### src/rtl/eeck_cursor.sv
// Address cursor: walks the index through the write phase and then the read
// phase, moving one step per completed command.
module eeck_cursor #(
  parameter int unsigned N_BYTES = 256
) (
  input  logic                    clk,
  input  logic                    rst_n,
  input  logic                    step_i,
  output logic [$clog2(N_BYTES)-1:0] idx_o,
  output logic                    rd_phase_o,
  output logic                    last_o
);
  localparam int unsigned IW = $clog2(N_BYTES);

  assign last_o = (idx_o == IW'(N_BYTES - 1));

  always_ff @(posedge clk) begin
    if (!rst_n) begin
      idx_o      <= '0;
      rd_phase_o <= 1'b0;
    end else if (step_i) begin
      if (last_o) begin
        idx_o      <= '0;
        rd_phase_o <= 1'b1;
      end else begin
        idx_o <= idx_o + 1'b1;
      end
    end
  end
endmodule

### config.mk
export PLATFORM = sky130hd
export DESIGN_NAME = eeck_cursor
export DESIGN_NICKNAME = d
export VERILOG_FILES = /design/src/rtl/eeck_cursor.sv
export SDC_FILE = /design/constraint.sdc
export NUM_CORES = 1
export LEC_CHECK = 0
export ABC_AREA = 0
export BUFFER_PORTS_ARGS = -buffer_cell sky130_fd_sc_hd__buf_2
export CORE_AREA = 8 8 45 47
export CTS_BUF_LIST = sky130_fd_sc_hd__clkbuf_4
export DETAILED_ROUTE_END_ITERATION = 12
export DIE_AREA = 0 0 53 55
export GPL_TIMING_DRIVEN = 0
export MAX_ROUTING_LAYER = met4
export SLEW_MARGIN = 20
export SYNTH_ARGS = -nofsm -noshare
export SYNTH_HDL_FRONTEND = slang
export SYNTH_SLANG_ARGS = --single-unit
export TNS_END_PERCENT = 30
### constraint.sdc
create_clock -name clk -period 4.35 [get_ports clk]
set_clock_uncertainty 0.15 [all_clocks]
set_input_delay 0.6525 -clock clk [delete_from_list [all_inputs] [get_ports clk]]
set_output_delay 0.6525 -clock clk [all_outputs]
set_load 0.01 [all_outputs]
; ---- Yosys cells after proc, flatten, opt, wreduce, memory -nomap -nowiden
; Index checks and enable logic that the tools add are counted.
[totals]
register_bits = 9
output_inout_bits = 10
wordCells = 6
input_bits = 3
memories = 0
latchBits = 0
ramBits = 0
romBits = 0
[classes]
addsub = 1
n_lt_le_gt_ge = 0
mul = 0
shift = 0
n_reduce_logical = 1
bitwise = 0
eq_ne = 1
div_mod_pow = 0
mux = 1
[op_table]
columns = cell, n
row1 = "adder 8 x 1 -> 8 bit, second input constant", 1
row2 = "equality test 8 bit, second input constant", 1
row3 = two-way mux 8 bit, 1
row4 = AND reduction 2 bit, 1

; ---- Logic depth before layout (Yosys ltp)
; Gate-level depths: netlist of the first run.
[depth]
word_depth = 2
mapped_depth = 4
ltp_nobuf = 4

; ---- Least setup slack after synthesis of the first run
; Ideal clock, no wire load.
[synth_timing]
path_type = flip-flop to output port
start = register idx_o[0]
end = output last_o
slack_ns = 2.542
stages_incl_launch_ff = 4
required_time_ns = 3.547
t_arrival_ns = 1.005
path_buffers = 0
cell_sequence = dfxtp_1 ha_1 nand2_1 nor3_1
[synth_between]
elab_chain_len = 1
[synth_rtl]
columns = element, line
row1 = "start, declared", 9  ; output logic [$clog2(N_BYTES)-1:0] idx_o,
row2 = "start signal, assigned", 26  ; idx_o <= idx_o + 1'b1;
row3 = equality test 8 bit, 15  ; assign last_o = (idx_o == IW'(N_BYTES - 1));
row4 = "end, declared", 11  ; output logic last_o
; Every way passes these cells.

; ---- Worst setup path after layout of the first run
[layout_timing]
start = register idx_o[3]
end = output last_o
; Same word-level chain as after synthesis.

==> reports/metrics.yaml, run 1 <==
status:
  outcome: "finished clean"
floorplanning:
  initial_utilization_pct: 28.6
  io_pins: 13
  coreArea_sq_um: 1380
  rows: 14
  die_area_sq_um: 2920
  die-width_microns: 53
  die_y_microns: 55
clock_tree:
  postCtsSetupRepairBufs: 0
  ctsHoldBuffers: 0
  clk_latency_ns: 0.26
  htree_levels: 1
  cts_sinks: 9
  cts_resized: 0
  clock-root-buffer: "clkbuf_4"
  path_clk_slew_ns: 0.06
  clock_path_buffers: 2
  cts_tree: "built"
  numCtsBuffers: 3
sta:
  min_period_ns: 2.14
  worst_slew_pin_slew_ns: 0.297
  rsz0062_at_grt: "no"
  holdWs_ns: 0.323
  hold_viol: 0
  slew_viol_final: 0
  setup_ws_ns: 2.21
  relSlewSlack_pct: 80.0
  setup-tns-final_ns: 0
  finalCritPeriodShare_pct: 49.2
  setup_violations: 0
  fmax_mhz: 467
worst_setup_path:
  r2r_setup_slack_ns: 2.80
  start_kind: "register"
  setup.worst_path.class: "register to primary output"
  path_cells: "nand4_1 > nor3_1 > buf_2"
  crit_path_top_delay_cell: "dfxtp_1"
  crit_family: "simple AND/OR/NAND/NOR gates"
  r2r_cells: 4
  max_stage_delay_ns: 0.43
  worst-path-stages: 3
  path_max_fanout: 6
  cp_data_arrival_time_ns: 1.34
  critPathBufInv: 1
  cp.required_ns: 3.55
  worstSetupEndpointType: "primary output"
worst_hold_path:
  hold_class: "register to register"
  whs_path_depth: 1
cells_and_area:
  antennaDiodeCount: 0
  drive_gt1_share_pct: 28.3
  final_common_cell: "buf_2"
  fin_util_pct: 36.5
  final_cell_mix: "12 x buf_2, 9 x dfxtp_1, 4 x nor2_1, 4 x o21ai_0, 4 x clkbuf_4"
  nets: 65
  synthToLayoutAreaGrowth_pct: 27.8
synthesis:
  synth_seq_cells: 9
  syn-num-nets: 48
  synth_edf_count: 0
  async_flop_share_pct: 0
  ys.flop_type: "dfxtp_1"
  synth-simple-area-share_pct: 26.6
  synth_area_leaders: "dfxtp_1 46%, xor2_1 6.6%, o21ai_0 5.1%, nand3b_1 3.8%, nor2_1 3.8%"
  muxShareOfSynthArea_pct: 2.53
  synth_compound_area_share_pct: 13.6
  synth_top_family_by_area: "simple AND/OR/NAND/NOR gates"
  syn_inst: 44
  ys_types: 19
  mappedNetlistArea_sq_um: 395
  yosys.area.top_type: "dfxtp_1"
  yosysWarnings: 0
  synth_fa_ha_area_share_pct: 3.16
  yosysTopAreaCellShare_pct: 45.6
  synth_xor_area_share_pct: 6.65
  avgSynthCellArea_sq_um: 8.99
  yosysSeqAreaShare_pct: 45.6
global_route:
  grt_pass1_vias: 331
  track_usage_pct: 7.49
  grt_antenna_before_repair: 0
  grt.overflow.total: 0
  grt_start_max_net_pins: 8
  grt_pass1_wl_microns: 1500
power_and_ir_drop:
  p_leak_uw: 0.000230
  ir_drop_mv: 0.0891
  powerDensity_nw_per_um2: 330
drt:
  via_count: 370
  drt_iter0_markers: 7
  drc: 0
  routed_wl_microns: 842
  dr.pass1.iters: 4
  viasPerCell: 4.87
  wire_per_inst_microns: 11.1
  ant_nets: 0
place:
  portBuffers: 12
  place_congestion: 0.708
  dp_slack_ns: 2.47
  dp_hpwl_microns: 650
job:
  maxCapViolCount: 0
[logic make-up after synthesis]
family | after synthesis
mux | 1
simple gates | 19
buf+inv | 2
compound gates | 9
xor+xnor | 3
flops | 9
fa+ha+maj | 1
[per-layer routing]
metal | wire length, microns | track usage [%] | vias to the layer above | share of wire [%]
met2 | 381 | 10.5 | 10 | 45
met4 | 41 | 9.05 | 0 | 4.9
met5 | 0 | - | - | 0
met1 | 364 | 7.46 | 162 | 43
li1 | - | - | 193 | -
met3 | 54 | 2.41 | 5 | 6.4
[final cells by class]
class                      count  area (sq um)
fill                         154           878
clock buffer                   4          30.0
tap                           16          20.0
inverter                       2          7.51
sequential                     9           180
multi-input combinational     33           208
timing repair buffer          12          60.1
[synth_stat cells, types with 2 or more instances]
cell type  count
inv_1          2
xor2_1         3
o21ai_0        4
a21oi_1        2
dfxtp_1        9
nand3b_1       2
nand2_1        3
or3_1          2
nor2_1         4
nor3_1         2
nand4_1        2
nand3_1        2
[state kept, by name (all words and copies together) (netlist names)]
name	flops
idx_o	8
rd_phase_o	1
[where the power goes]
part	internal (uW)	switching, uW
clock	41.6	29.4
sequential	84.1	2.21
combinational	4.16	5.20
[metrics by stage]
stage,instance area (sq um),cells,total power [uW]
6_report,505,76,167
5_1_grt,505,76,179
4_1_cts,505,76,170
3_5_place_dp,475,72,97.8
3_3_place_gp,475,72,97.4
2_1_floorplan,395,44,92.8
[final timing paths]
| check | start | endpoint |
|---|---|---|
| setup / recovery | idx_o[3] | last_o |
| setup reg to reg | idx_o[0] | idx_o[7] |
| hold reg to reg | rd_phase_o | rd_phase_o |
| hold / removal | rd_phase_o | rd_phase_o |
No activity file was read; power rests on OpenSTA's default activity.
==> run 2: changes to the inputs <==
--- a/config.mk
+++ b/config.mk
@@ -5,7 +5,7 @@
 export SDC_FILE = /design/constraint.sdc
 export NUM_CORES = 1
 export LEC_CHECK = 0
-export ABC_AREA = 0
+export ABC_AREA = 1
 export BUFFER_PORTS_ARGS = -buffer_cell sky130_fd_sc_hd__buf_2
 export CORE_AREA = 8 8 45 47
 export CTS_BUF_LIST = sky130_fd_sc_hd__clkbuf_4
==> constraint.sdc (replaced) <==
create_clock -name clk -period 2.06 [get_ports clk]
set_clock_uncertainty 0.15 [all_clocks]
set_input_delay 0.309 -clock clk [delete_from_list [all_inputs] [get_ports clk]]
set_output_delay 0.309 -clock clk [all_outputs]
set_load 0.01 [all_outputs]
==> run 2 against run 1 <==
Compared with the run above:
- non-clock buffer count did not move
- sequential power is 110% higher
- largest power group unchanged
- synthesized cell count increased by 34%
==> reports/metrics.yaml, run 2 <==
drt:
  drt_iter0_markers: 9
  ant_nets: 0
  drc: 0
  routed_wl_microns: 922
  viasPerCell: 4.53
  wire_per_inst_microns: 10.1
  dr.pass1.iters: 4
  via_count: 412
cells_and_area:
  final_cell_area_sq_um: 539
  drive_gt1_share_pct: 29.3
  largestRegisters: "idx_o x8, rd_phase_o x1"
  nets: 80
  final_cell_mix: "15 x nand2_1, 12 x buf_2, 9 x nor2_1, 9 x dfxtp_1, 7 x inv_1"
  multi_input_area_sq_um: 219
  fillers: 149
  synthToLayoutAreaGrowth_pct: 25.7
  antennaDiodeCount: 0
  regArea_sq_um: 180
  largest_register_ffs: 8
  final_common_cell: "nand2_1"
  top_register: "idx_o"
synthesis:
  mappedNetlistArea_sq_um: 429
  avgSynthCellArea_sq_um: 7.27
  synth_area_leaders: "dfxtp_1 42%, nand2_1 13%, nor2_1 7.9%, inv_1 6.1%, nor2_4 5.2%"
  synth_edf_count: 0
  ys.flop_type: "dfxtp_1"
  synth_most_common_cell: "nand2_1"
  synth_seq_cells: 9
  synth_common_cells: "15 x nand2_1, 9 x dfxtp_1, 9 x nor2_1"
  yosys.area.top_type: "dfxtp_1"
  ys_types: 18
  async_flop_share_pct: 0
  yosysWarnings: 0
  yosysSeqAreaShare_pct: 42.0
  syn-num-nets: 63
  yosysTopAreaCellShare_pct: 42.0
  syn_inst: 59
floorplanning:
  coreArea_sq_um: 1380
  rows: 14
  io_pins: 13
  die-width_microns: 53
  die_area_sq_um: 2920
  die_y_microns: 55
  initial_utilization_pct: 31.0
clock_tree:
  cts_sinks: 9
  postCtsSetupRepairBufs: 0
  cts_tree: "built"
  path_clk_slew_ns: 0.07
  numCtsBuffers: 3
  cts_resized: 0
  ctsHoldBuffers: 0
  htree_levels: 1
  clk_latency_ns: 0.26
  clock-root-buffer: "clkbuf_4"
  clock_path_buffers: 2
place:
  dp_slack_ns: 0.502
  place_congestion: 0.769
  place_area_sq_um: 509
  portBuffers: 12
sta:
  min_period_ns: 1.87
  slew_viol_final: 0
  worst_slew_pin_slew_ns: 0.272
  fmax_mhz: 535
  setup_violations: 0
  rsz0062_at_grt: "no"
  setup_ws_ns: 0.191
  setup-tns-final_ns: 0
  relSlewSlack_pct: 81.7
  hold_viol: 0
  finalCritPeriodShare_pct: 90.7
job:
  maxCapViolCount: 0
status:
  outcome: "finished clean"
worst_setup_path:
  r2r_setup_slack_ns: 0.60
  cp_data_arrival_time_ns: 1.41
  critPathBufInv: 1
  setup.worst_path.class: "register to primary output"
  path_cells: "ha_1 > nand2_1 > nor4_1 > buf_2"
  crit_path_top_delay_cell: "dfxtp_1"
  crit_family: "flip-flops"
  max_stage_delay_ns: 0.41
  path_max_fanout: 4
  start_kind: "register"
  worstSetupEndpointType: "primary output"
  cp.required_ns: 1.60
global_route:
  grt_pass1_wl_microns: 1530
  track_usage_pct: 7.50
  grt_pass1_vias: 363
  grt_start_max_net_pins: 7
  grt_antenna_before_repair: 0
  grt.overflow.total: 0
power_and_ir_drop:
  powerDensity_nw_per_um2: 667
  clockPowerShare_pct: 41.7
  switching_share_pct: 23.0
  p_leak_uw: 0.000258
  p_int_uw: 277
  seq_power_share_pct: 51.0
  switching_power_uw: 82.9
  ir_drop_mv: 0.284
  pwr-share-comb_pct: 7.3
worst_hold_path:
  hold_class: "input pin to register"
run 2: power groups by stage:
stage               Sequential (uW)  Combinational (uW)  Clock, uW
detailed placement              187                26.6          0
finish                          184                26.2        150
global placement                187                26.4          0
floorplan                       189                13.7          0
CTS                             184                26.6        155
global route                    184                28.9        170
run 2: kinds of logic (layout without fill, tap and decap cells):
logic type | count (synthesis) | after routing | synth area share, %
flops | 9 | 9 | 42.0
xor+xnor | 2 | 2 | 4.08
simple gates | 35 | 35 | 39.1
compound gates | 4 | 4 | 4.96
fa+ha+maj | 1 | 1 | 2.91
buf+inv | 8 | 24 | 7.00
run 2: area by class of cell:
cell class,instances,share of cell area [%]
inverter,8,5.57
multi-input combinational,42,40.6
sequential,9,33.4
timing repair buffer,12,11.1
tap,16,3.71
clock buffer,4,5.57
run 2: stage by stage:
stage          hold slack, ns  utilization [%]  power [uW]  cells
6_report                0.172             39.0         360     91
5_1_grt                 0.176             39.0         383     91
4_1_cts                 0.169             39.0         366     91
3_5_place_dp            0.292             36.8         214     87
3_3_place_gp            0.286             36.8         213     87
2_1_floorplan           0.285                -         203     59
run 2: tightest hold or removal path, delay by kind of cell:
kind	cells	cell delay, ns
simple gates	1	0.04
compound gates	1	0.07
buf+inv	1	0.12
run 2: worst paths after layout:
kind | startpoint | endpoint | cells past startpoint
min | rst_n | idx_o[1] | 3
max | idx_o[0] | last_o | 4
max reg2reg | idx_o[0] | idx_o[3] | 6
min reg2reg | rd_phase_o | rd_phase_o | 2
run 2: routing by layer:
layer	vias up	global-route usage [%]	routed length, microns	share of wire [%]
met4	0	6.47	30	3.3
met5	-	-	0	0
met3	4	2.67	74	8.0
met2	11	9.96	375	41
met1	177	8.69	442	48
li1	220	-	-	-
